## config.mk

```make
export PLATFORM = sky130hd
export DESIGN_NAME = rx_group_repeat_match
export DESIGN_NICKNAME = d
export VERILOG_FILES = /design/src/rtl/rx_pkg.sv /design/src/rtl/rx_char_decode.sv /design/src/rtl/rx_group_chain.sv /design/src/rtl/rx_rep_counter.sv /design/src/rtl/rx_group_repeat_match.sv
export SDC_FILE = /design/constraint.sdc
export NUM_CORES = 1
export LEC_CHECK = 0
export BUFFER_PORTS_ARGS = -buffer_cell sky130_fd_sc_hd__buf_2
export CAP_MARGIN = 20
export CORE_ASPECT_RATIO = 2
export CORE_MARGIN = 1
export CORE_UTILIZATION = 30
export DETAILED_ROUTE_END_ITERATION = 10
export GPL_TIMING_DRIVEN = 0
export PLACE_DENSITY = 0.5
export SYNTH_ARGS = -nofsm -noshare
export SYNTH_HDL_FRONTEND = slang
export SYNTH_HIERARCHICAL = 1
export SYNTH_SLANG_ARGS = --single-unit
```

## constraint.sdc

```tcl
create_clock -name clk -period 1.55 [get_ports clk]
set_input_delay 0.2325 -clock clk [delete_from_list [all_inputs] [get_ports clk]]
set_output_delay 0.2325 -clock clk [all_outputs]
set_load 0.01 [all_outputs]
```

## src/rtl/rx_pkg.sv

```systemverilog
package rx_pkg;

   localparam int unsigned NUM_LINES = 256;

   typedef logic [7:0]           char_t;
   typedef logic [NUM_LINES-1:0] line_vec_t;

   // Decoded-line mask for an inclusive character range lo..hi.
   function automatic line_vec_t class_mask(input char_t lo, input char_t hi);
      line_vec_t m;
      for (int k = 0; k < NUM_LINES; k++) begin
         m[k] = (k >= int'(lo)) && (k <= int'(hi));
      end
      return m;
   endfunction

endpackage

```

## src/rtl/rx_char_decode.sv

```systemverilog
module rx_char_decode
   import rx_pkg::*;
(
   input  char_t     char_in,
   output line_vec_t lines_o
);
   for (genvar k = 0; k < NUM_LINES; k++) begin : g_line
      assign lines_o[k] = (char_in == char_t'(k));
   end
endmodule

```

## src/rtl/rx_group_chain.sv

```systemverilog
module rx_group_chain #(
   parameter int unsigned GROUP_LEN = 3
) (
   input  logic                 clk,
   input  logic                 rst,
   input  logic                 lead_hit,
   input  logic [GROUP_LEN-1:0] pos_hit,
   output logic [GROUP_LEN-1:0] grp_q,
   output logic                 inc,
   output logic                 rst_cnt
);
   localparam int unsigned LAST = GROUP_LEN - 1;

   logic lead_q;

   always_ff @(posedge clk) begin
      if (rst) lead_q <= 1'b0;
      else     lead_q <= lead_hit;
   end

   // The group entry is fed by the leading state OR the group's own completion.
   always_ff @(posedge clk) begin
      if (rst) grp_q[0] <= 1'b0;
      else     grp_q[0] <= pos_hit[0] & (lead_q | grp_q[LAST]);
   end

   for (genvar i = 1; i < GROUP_LEN; i++) begin : g_pos
      always_ff @(posedge clk) begin
         if (rst) grp_q[i] <= 1'b0;
         else     grp_q[i] <= pos_hit[i] & grp_q[i-1];
      end
   end

   assign inc     = grp_q[LAST];
   // No group state alive: the consecutive sequence is broken.
   assign rst_cnt = ~(|grp_q);
endmodule

```

## src/rtl/rx_rep_counter.sv

```systemverilog
module rx_rep_counter #(
   parameter int unsigned MIN_REP  = 3,
   parameter int unsigned MAX_REP  = 3,
   parameter bit          AT_LEAST = 1'b0,
   localparam int unsigned CW      = $clog2(MAX_REP + 1)
) (
   input  logic          clk,
   input  logic          rst,
   input  logic          inc,
   input  logic          rst_cnt,
   output logic [CW-1:0] cnt_q,
   output logic          match_q
);
   localparam logic [CW:0] MIN_V = (CW+1)'(MIN_REP);
   localparam logic [CW:0] MAX_V = (CW+1)'(MAX_REP);

   logic [CW:0]   cnt_plus;
   logic [CW-1:0] cnt_next;
   logic          in_range;

   assign cnt_plus = {1'b0, cnt_q} + (CW+1)'(1);

   if (AT_LEAST) begin : g_open
      // Saturate at the lower bound: every further repetition qualifies.
      assign cnt_next = (cnt_plus >= MIN_V) ? MIN_V[CW-1:0] : cnt_plus[CW-1:0];
      assign in_range = inc && (cnt_plus >= MIN_V);
   end else begin : g_bounded
      // Wrap to zero once the upper bound is reached.
      assign cnt_next = (cnt_plus == MAX_V) ? '0 : cnt_plus[CW-1:0];
      assign in_range = inc && (cnt_plus >= MIN_V) && (cnt_plus <= MAX_V);
   end

   always_ff @(posedge clk) begin
      if (rst || rst_cnt) cnt_q <= '0;
      else if (inc)       cnt_q <= cnt_next;
   end

   always_ff @(posedge clk) begin
      if (rst) match_q <= 1'b0;
      else     match_q <= in_range;
   end
endmodule

```

## src/rtl/rx_group_repeat_match.sv

```systemverilog
module rx_group_repeat_match #(
   parameter logic [7:0]           LEAD_CHAR = "d",
   parameter int unsigned          GROUP_LEN = 3,
   parameter logic [8*GROUP_LEN-1:0] GROUP_LO = "abc",
   parameter logic [8*GROUP_LEN-1:0] GROUP_HI = "abc",
   parameter int unsigned          MIN_REP   = 3,
   parameter int unsigned          MAX_REP   = 3,
   parameter bit                   AT_LEAST  = 1'b0
) (
   input  logic       clk,
   input  logic       rst,
   input  logic [7:0] char_in,
   output logic       match_o
);
   import rx_pkg::*;

   localparam int unsigned CNT_W = $clog2(MAX_REP + 1);

   if (GROUP_LEN < 1)       begin : g_err_len  $error("GROUP_LEN must be at least 1"); end
   if (MIN_REP < 1)         begin : g_err_min  $error("MIN_REP must be at least 1"); end
   if (MAX_REP < MIN_REP)   begin : g_err_max  $error("MAX_REP must not be below MIN_REP"); end
   if (AT_LEAST && (MAX_REP != MIN_REP)) begin : g_err_open
      $error("open-ended counting needs MAX_REP equal to MIN_REP");
   end

   line_vec_t            dec_lines;
   logic [GROUP_LEN-1:0] pos_hit;
   logic [GROUP_LEN-1:0] grp_q;
   logic                 inc;
   logic                 rst_cnt;
   logic [CNT_W-1:0]     rep_cnt;

   rx_char_decode i_decode (
      .char_in (char_in),
      .lines_o (dec_lines)
   );

   // Each position ORs the decoded lines of its range into one flip-flop input.
   for (genvar i = 0; i < GROUP_LEN; i++) begin : g_class
      localparam line_vec_t MASK = class_mask(GROUP_LO[8*(GROUP_LEN-1-i) +: 8],
                                              GROUP_HI[8*(GROUP_LEN-1-i) +: 8]);
      assign pos_hit[i] = |(dec_lines & MASK);
   end

   rx_group_chain #(.GROUP_LEN(GROUP_LEN)) i_chain (
      .clk      (clk),
      .rst      (rst),
      .lead_hit (dec_lines[LEAD_CHAR]),
      .pos_hit  (pos_hit),
      .grp_q    (grp_q),
      .inc      (inc),
      .rst_cnt  (rst_cnt)
   );

   rx_rep_counter #(
      .MIN_REP  (MIN_REP),
      .MAX_REP  (MAX_REP),
      .AT_LEAST (AT_LEAST)
   ) i_counter (
      .clk     (clk),
      .rst     (rst),
      .inc     (inc),
      .rst_cnt (rst_cnt),
      .cnt_q   (rep_cnt),
      .match_q (match_o)
   );
endmodule

```

==> impl_metrics.yaml, run 1 <==
logic_synthesis:
  yosysWarnings: 6
  syn_area_um2: 376.6
  syn-num-nets: 54
  avgSynthCellArea_um2: 8.559
  syn_inst: 44
die:
  start_util: 0.3341
  rows: 17
  die_y_um: 52.11
  die_x_um: 27.06
run_status:
  outcome: "stopped before the end"
  stop_stage: "power grid generation (2_4_floorplan_pdn)"
  error_line: "[ERROR PDN-0185] Insufficient width (24.38 um) to add straps on layer met4 in grid \"grid\" with total strap width 15.2 um and offset 13.6 um."
==> run 2, diff against run 1 <==
--- a/config.mk
+++ b/config.mk
@@ -7,12 +7,11 @@
 export LEC_CHECK = 0
 export BUFFER_PORTS_ARGS = -buffer_cell sky130_fd_sc_hd__buf_2
 export CAP_MARGIN = 20
-export CORE_ASPECT_RATIO = 2
 export CORE_MARGIN = 1
-export CORE_UTILIZATION = 30
+export CORE_UTILIZATION = 20
 export DETAILED_ROUTE_END_ITERATION = 10
 export GPL_TIMING_DRIVEN = 0
-export PLACE_DENSITY = 0.5
+export PLACE_DENSITY_LB_ADDON = 0.15
 export SYNTH_ARGS = -nofsm -noshare
 export SYNTH_HDL_FRONTEND = slang
 export SYNTH_HIERARCHICAL = 1
==> run 2 against run 1 <==
Synthesized area unchanged. Synthesized cell count unchanged. The run now ends clean.
==> impl_metrics.yaml, run 2 <==
clock_tree:
  cts_tree: "done"
  cts_resized: 0
  clock_latency_ps: 250
  post_cts_buffers: 0
  cts_made_buffers: 3
  cts_root_buf: "clkbuf_4"
  clock_sinks: 7
  clockBufferDepth: 2
  hold_buffers: 0
  clk_pin_slew_ps: 60
  cts.htree.levels: 1
critical_path:
  start_kind: "register"
  crit_fanout: 7
  worstPathRequired_ps: 1730
  path_class: "register to register"
  end_kind: "register"
  cp.arrival_ps: 1240
global_route:
  gr-total-overflow: 0
  grt_util_met3: 0.07143
  grt_max_degree: 8
  grt_usage: 0.08402
  grt_pass1_vias: 295
  met2_usage: 0.1257
  grt_pass1_wl_um: 1179
  antenna_found_initial: 0
  grt.busiest_layer: "met2"
  gr-usage-met1: 0.08981
die:
  rows: 15
  num_io_pins: 11
  start_util: 0.2158
  die_area_um2: 2061
  die_y_um: 45.40
  die_x_um: 45.40
  core-area_um2: 1745
placed_design:
  place_congestion: 0.6943
  dp_hpwl_um: 462.2
  place_ws_ps: 212.6
  numPortBuffers: 9
finish:
  antenna_cells: 0
  fillers: 197
  top_regs: "i_chain/grp_q: 2 flops, i_counter/cnt_q: 2 flops"
  drive_gt1_frac: 0.4386
  fin_nets: 68
  area_growth_pct: 27.57
  final_cell_mix: "15 x buf_2, 7 x nor2_1, 7 x dfxtp_1"
  final_common_cell: "buf_2"
timing:
  finalSetupViolCount: 0
  slew_violations: 0
  timing.final.ws_setup_ps: 488.7
  fmaxAchievable_mhz: 942.2
  slew_headroom: 0.7681
  period_share: 0.6847
  tns_ps: 0
  hold_viol: 0
  tightestPinTransition_ps: 345.3
  rsz0062_at_grt: "false"
  finalClockSkew_ps: 3.385
  period_minus_slack_ps: 1061
detailed_routing:
  antenna_left: 0
  drcViolationCount: 0
  wl_um: 607
  drtIter0Drc: 4
  viasPerCell: 3.646
  drtPass1Iterations: 2
  vias: 299
  wl_per_cell_um: 7.402
logic_synthesis:
  avgSynthCellArea_um2: 8.559
  syn_area_um2: 376.6
  syn-num-nets: 54
  yosysWarnings: 6
  syn_inst: 44
power:
  power_density_nw_per_um2: 786.2
  p_sw_frac: 0.2223
  peakVddDrop_mv: 0.2785
  intPower_uw: 293.8
  comb_power_share: 0.083
  power.static_leakage_nw: 0.1771
  clockPowerShare: 0.441
  power_frac_seq: 0.477
  power_switching_uw: 83.96
hold_path:
  holdCritPathClass: "input pin to register"
job:
  maxCapViolations: 0
run_status:
  outcome: "completed"
-- run 2: through the flow --
stage / hold slack [ps] / util / instance area (µm²) / instances / total power, mW
after floorplan: 297.1 / - / 376.6 / 44 / 0.1993
after global placement: 432.6 / 0.2595 / 452.9 / 78 / 0.2157
after detailed placement: 433.4 / 0.2595 / 452.9 / 78 / 0.2158
after CTS: 240.5 / 0.2753 / 480.5 / 82 / 0.3867
after global routing: 239.9 / 0.2753 / 480.5 / 82 / 0.4068
final: 246.3 / 0.2753 / 480.5 / 82 / 0.3777
-- run 2: path summary, 6_finish.rpt --
kind	startpoint	end	slack (ps)	cells past startpoint
hold reg to reg	i_chain/grp_q[0]	i_chain/grp_q[1]	430	2
setup / recovery	i_chain/inc	i_counter/cnt_q[0]	490	2
hold / removal	rst	i_counter/cnt_q[0]	250	2
setup reg to reg	i_chain/inc	i_counter/cnt_q[0]	490	2
-- run 2: layer usage --
layer / routed length, µm / part of all wire / vias up
li1: - / - / 165
met3: 34 / 0.056 / 0
met4: 0 / 0 / 0
met2: 309 / 0.51 / 9
met5: 0 / 0 / -
met1: 264 / 0.43 / 125
-- run 2: critical path, cell delays in order, from the launching register on --
cell and delay [ps]:
dfxtp_1 400, or3b_1 380, a211oi_2 210
-- run 2: power by group through the flow --
| stage | Combinational [mW] | Sequential, mW | Clock [mW] |
|---|---|---|---|
| 2_1_floorplan | 0.0154 | 0.184 | 0 |
| 3_3_place_gp | 0.0317 | 0.184 | 0 |
| 3_5_place_dp | 0.0319 | 0.184 | 0 |
| 4_1_cts | 0.0319 | 0.180 | 0.175 |
| 5_1_grt | 0.0346 | 0.180 | 0.192 |
| 6_report | 0.0313 | 0.180 | 0.166 |
-- run 2: final cells by class --
class,count,area (µm²),share of cell area
sequential,7,140.1,0.2917
multi-input combinational,24,168.9,0.3516
clock inverter,1,5.005,0.01042
tap,25,31.28,0.06510
buffer,13,67.56,0.1406
clock buffer,3,22.52,0.04687
timing repair buffer,9,45.04,0.09375
(Power assumes the default switching activity.)
==> run 3, diff against run 2 <==
==> constraint.sdc (replaced) <==
create_clock -name clk -period 0.95 [get_ports clk]
set_input_delay 0.1425 -clock clk [delete_from_list [all_inputs] [get_ports clk]]
set_output_delay 0.1425 -clock clk [all_outputs]
set_load 0.01 [all_outputs]
==> run 3 against run 2 <==
Worst setup slack worse by 490 ps. Highest routed layer unchanged. Largest cell class unchanged. The flow now finishes with violations (setup timing). Final area is 0.26% higher. Sequential cell count stayed put.
==> impl_metrics.yaml, run 3 (synthesis results as in run 2) <==
global_route:
  grt_pass1_vias: 295
  grt_pass1_wl_um: 1152
  antenna_found_initial: 0
  gr-total-overflow: 0
  grt_usage: 0.08224
  grt_max_degree: 8
clock_tree:
  cts_made_buffers: 3
  cts_tree: "done"
  cts_root_buf: "clkbuf_4"
  hold_buffers: 0
  clock_sinks: 7
  clk_pin_slew_ps: 50
  clockBufferDepth: 2
  clock_latency_ps: 250
  cts.htree.levels: 1
timing:
  slew_headroom: 0.7576
  whs_ps: 158.4
  tightestPinTransition_ps: 360.8
  period_minus_slack_ps: 952.0
  timing.final.ws_setup_ps: -2.027
  slew_violations: 0
  hold_viol: 0
  finalClockSkew_ps: 1.144
  rsz0062_at_grt: "true"
  fmaxAchievable_mhz: 1050
  finalSetupViolCount: 1
  period_share: 1.002
detailed_routing:
  viasPerCell: 3.988
  drtPass1Iterations: 2
  vias: 323
  drtIter0Drc: 3
  antenna_left: 0
  wl_per_cell_um: 8.309
  drcViolationCount: 0
  wl_um: 673
finish:
  final_cell_mix: "15 x buf_2, 7 x nor2_1, 5 x dfxtp_1"
  top_regs: "i_chain/grp_q: 2 flops, i_counter/cnt_q: 2 flops"
  area_growth_pct: 27.91
  fillers: 202
  fin_nets: 67
  drive_gt1_frac: 0.4464
  final_common_cell: "buf_2"
  fin_cells: 81
  antenna_cells: 0
placed_design:
  numPortBuffers: 9
  dp_hpwl_um: 485.3
  place_congestion: 0.6422
  placed_cells_incl_taps: 78
die:
  die_x_um: 45.40
  start_util: 0.2158
  die_y_um: 45.40
  die_area_um2: 2061
  rows: 15
  num_io_pins: 11
  core-area_um2: 1745
critical_path:
  crit_fanout: 4
  worstPathRequired_ps: 1130
  cp.arrival_ps: 1130
  path_class: "register to register"
  end_kind: "register"
  start_kind: "register"
  rr_worst_depth: 2
hold_path:
  whs_path_depth: 2
  holdCritPathClass: "input pin to register"
power:
  power_density_nw_per_um2: 1273
  peakVddDrop_mv: 0.5644
  finalPower_uw: 613.4
  power.static_leakage_nw: 0.1737
run_status:
  outcome: "finished, violations left"
  violations: "setup timing"
job:
  maxCapViolations: 0
## run 3: cell type report
cell class / instances / area (µm²) / area share
Timing Repair Buffer: 10 / 52.55 / 0.1091
Tap cell: 25 / 31.28 / 0.06494
Sequential cell: 7 / 145.1 / 0.3013
Buffer: 11 / 57.56 / 0.1195
Multi-Input combinational cell: 24 / 168.9 / 0.3506
Clock buffer: 4 / 26.28 / 0.05455
## run 3: per-stage QoR
| step | setup TNS, ps | setup WS, ps | instance area, µm² | utilization |
|---|---|---|---|---|
| after detailed placement | -906.6 | -313.3 | 454.2 | 0.2602 |
| after CTS | -4.317 | -4.317 | 481.7 | 0.2760 |
| after floorplan | -318.3 | -138.2 | 377.9 | - |
| after global routing | -38.68 | -38.68 | 481.7 | 0.2760 |
| after global placement | -900.3 | -305.8 | 454.2 | 0.2602 |
| final | -2.027 | -2.027 | 481.7 | 0.2760 |
## run 3: critical path, stage by stage, from the launching register on
cell and delay (ps):
dfxtp_2 320, or3b_1 380, a211oi_2 170
## run 3: report_power, final
part	total, mW	switching (mW)	leakage (nW)	internal, mW
clock	0.273	0.112	0.0150	0.160
sequential	0.291	0.0000185	0.0577	0.291
combinational	0.0494	0.0192	0.101	0.0302
## run 3: worst paths after layout
path	start	end	slack, ps
worst max-delay path	i_counter/cnt_q[1]	i_counter/cnt_q[0]	-2
worst min register to register	i_chain/grp_q[0]	i_chain/grp_q[1]	430
worst min-delay path	rst	i_counter/cnt_q[0]	160
worst max register to register	i_counter/cnt_q[1]	i_counter/cnt_q[0]	-2
## run 3: metal layers
metal	track usage	part of all wire
met1	0.09420	0.42
met2	0.1143	0.50
met3	0.07143	0.083
met4	0.01818	0
met5	0	0
## run 3: repair_timing
action                                 CTS  global route
pin swaps                                2             0
resized for setup                        2             0
setup buffers                            1             0
endpoints found under the hold margin    0             0
setup endpoints to repair                3             1
==> run 4, diff against run 3 <==
--- a/config.mk
+++ b/config.mk
@@ -12,6 +12,7 @@
 export DETAILED_ROUTE_END_ITERATION = 10
 export GPL_TIMING_DRIVEN = 0
 export PLACE_DENSITY_LB_ADDON = 0.15
+export SLEW_MARGIN = 20
 export SYNTH_ARGS = -nofsm -noshare
 export SYNTH_HDL_FRONTEND = slang
 export SYNTH_HIERARCHICAL = 1
==> constraint.sdc (replaced) <==
create_clock -name clk -period 0.96 [get_ports clk]
set_input_delay 0.144 -clock clk [delete_from_list [all_inputs] [get_ports clk]]
set_output_delay 0.144 -clock clk [all_outputs]
set_load 0.01 [all_outputs]
==> run 4 against run 3 <==
Critical path depth did not move. Die area did not move. Sequential cell count did not move. Total power fell by 1.0%. Clock power barely moved. Via count did not move. First-iteration DRC count did not move. Clock skew did not move. The flow now finishes without violations.
==> impl_metrics.yaml, run 4 (synthesis results as in run 2) <==
detailed_routing:
  vias: 323
  wl_per_cell_um: 8.309
  viasPerCell: 3.988
  drtPass1Iterations: 2
  drtIter0Drc: 3
  antenna_left: 0
  drcViolationCount: 0
  wl_um: 673
power:
  power_switching_uw: 130.3
  power_density_nw_per_um2: 1260
  finalPower_uw: 607.0
  peakVddDrop_mv: 0.5585
  clockPowerShare: 0.445
  p_sw_frac: 0.2147
  power.static_leakage_nw: 0.1737
  intPower_uw: 476.7
  comb_power_share: 0.081
  power_frac_seq: 0.475
global_route:
  grt_max_degree: 8
  gr-total-overflow: 0
  antenna_found_initial: 0
  grt_pass1_vias: 295
  grt_pass1_wl_um: 1152
  grt_usage: 0.08224
timing:
  period_share: 0.9917
  tns_ps: 0
  rsz0062_at_grt: "true"
  period_minus_slack_ps: 952.0
  tightestPinTransition_ps: 360.8
  slew_headroom: 0.7576
  slew_violations: 0
  hold_viol: 0
  finalClockSkew_ps: 1.144
  finalSetupViolCount: 0
  fmaxAchievable_mhz: 1050
clock_tree:
  cts_made_buffers: 3
  clock_sinks: 7
  cts.htree.levels: 1
  clock_latency_ps: 250
  clk_pin_slew_ps: 50
  cts_root_buf: "clkbuf_4"
  clockBufferDepth: 2
  cts_tree: "done"
finish:
  antenna_cells: 0
  top_regs: "i_chain/grp_q: 2 flops, i_counter/cnt_q: 2 flops"
  drive_gt1_frac: 0.4464
  final_cell_mix: "15 x buf_2, 7 x nor2_1, 5 x dfxtp_1"
  area_growth_pct: 27.91
  final_common_cell: "buf_2"
  fin_nets: 67
  fillers: 202
placed_design:
  numPortBuffers: 9
  dp_hpwl_um: 485.3
  place_congestion: 0.6422
die:
  rows: 15
  num_io_pins: 11
  die_area_um2: 2061
  core-area_um2: 1745
  die_y_um: 45.40
  die_x_um: 45.40
  start_util: 0.2158
critical_path:
  crit_fanout: 4
  worstPathRequired_ps: 1140
  r2r_setup_slack_ps: 8
  end_kind: "register"
  cp.arrival_ps: 1130
  path_class: "register to register"
  start_kind: "register"
run_status:
  outcome: "completed"
hold_path:
  holdCritPathClass: "input pin to register"
job:
  maxCapViolations: 0
## run 4: cell counts in the layout (fill, tap and decap cells not counted)
No cell type changed its count.
## run 4: through the flow
step | util | instances | hold WS, ps | setup slack, ps | instance area [µm²]
after floorplan | - | 44 | 208.1 | -129.7 | 377.9
after global placement | 0.2602 | 78 | 425.4 | -297.3 | 454.2
after detailed placement | 0.2602 | 78 | 420.8 | -304.8 | 454.2
after CTS | 0.2753 | 81 | 154.7 | 2.897 | 480.5
after global routing | 0.2760 | 81 | 154.3 | -28.68 | 481.7
final | 0.2760 | 81 | 159.9 | 7.973 | 481.7
## run 4: path summary, 6_finish.rpt
kind                      startpoint            endpoint  cells past startpoint
setup / recovery  i_counter/cnt_q[1]  i_counter/cnt_q[0]                      2
hold / removal                   rst  i_counter/cnt_q[0]                      2
setup reg to reg  i_counter/cnt_q[1]  i_counter/cnt_q[0]                      2
hold reg to reg     i_chain/grp_q[0]    i_chain/grp_q[1]                      2
## run 4: power groups by stage
stage               Sequential [mW]  Clock [mW]  Combinational (mW)
detailed placement            0.297           0              0.0511
floorplan                     0.297           0              0.0249
global route                  0.288       0.307              0.0546
finish                        0.288       0.270              0.0489
CTS                           0.288       0.286              0.0497
global placement              0.297           0              0.0511
## run 4: critical path: stages (launching register included)
cell      delay [ps]
dfxtp_2          320
or3b_1           380
a211oi_2         170
## run 4: metal layers
layer | vias to the layer above | GRT usage | routed length, µm | part of all wire
met2 | 11 | 0.1143 | 335 | 0.50
met5 | - | 0 | 0 | 0
li1 | 163 | - | - | -
met3 | 0 | 0.07143 | 56 | 0.083
met4 | 0 | 0.01818 | 0 | 0
met1 | 149 | 0.09420 | 282 | 0.42
## run 4: layout make-up
class                           count  area (µm²)  area share
Clock buffer                        4       26.28     0.05455
Buffer                             11       57.56      0.1195
Sequential cell                     7       145.1      0.3013
Multi-Input combinational cell     24       168.9      0.3506
Tap cell                           25       31.28     0.06494
Timing Repair Buffer               10       52.55      0.1091
## run 4: repair_timing
| action | in CTS | in global routing |
|---|---|---|
| endpoints found under the hold margin | 0 | 0 |
| setup endpoints to repair | 3 | 1 |
| setup buffers | 1 | 0 |
| hold buffers | 0 | 0 |
| pin swaps | 2 | 0 |
| gates resized for setup | 1 | 1 |
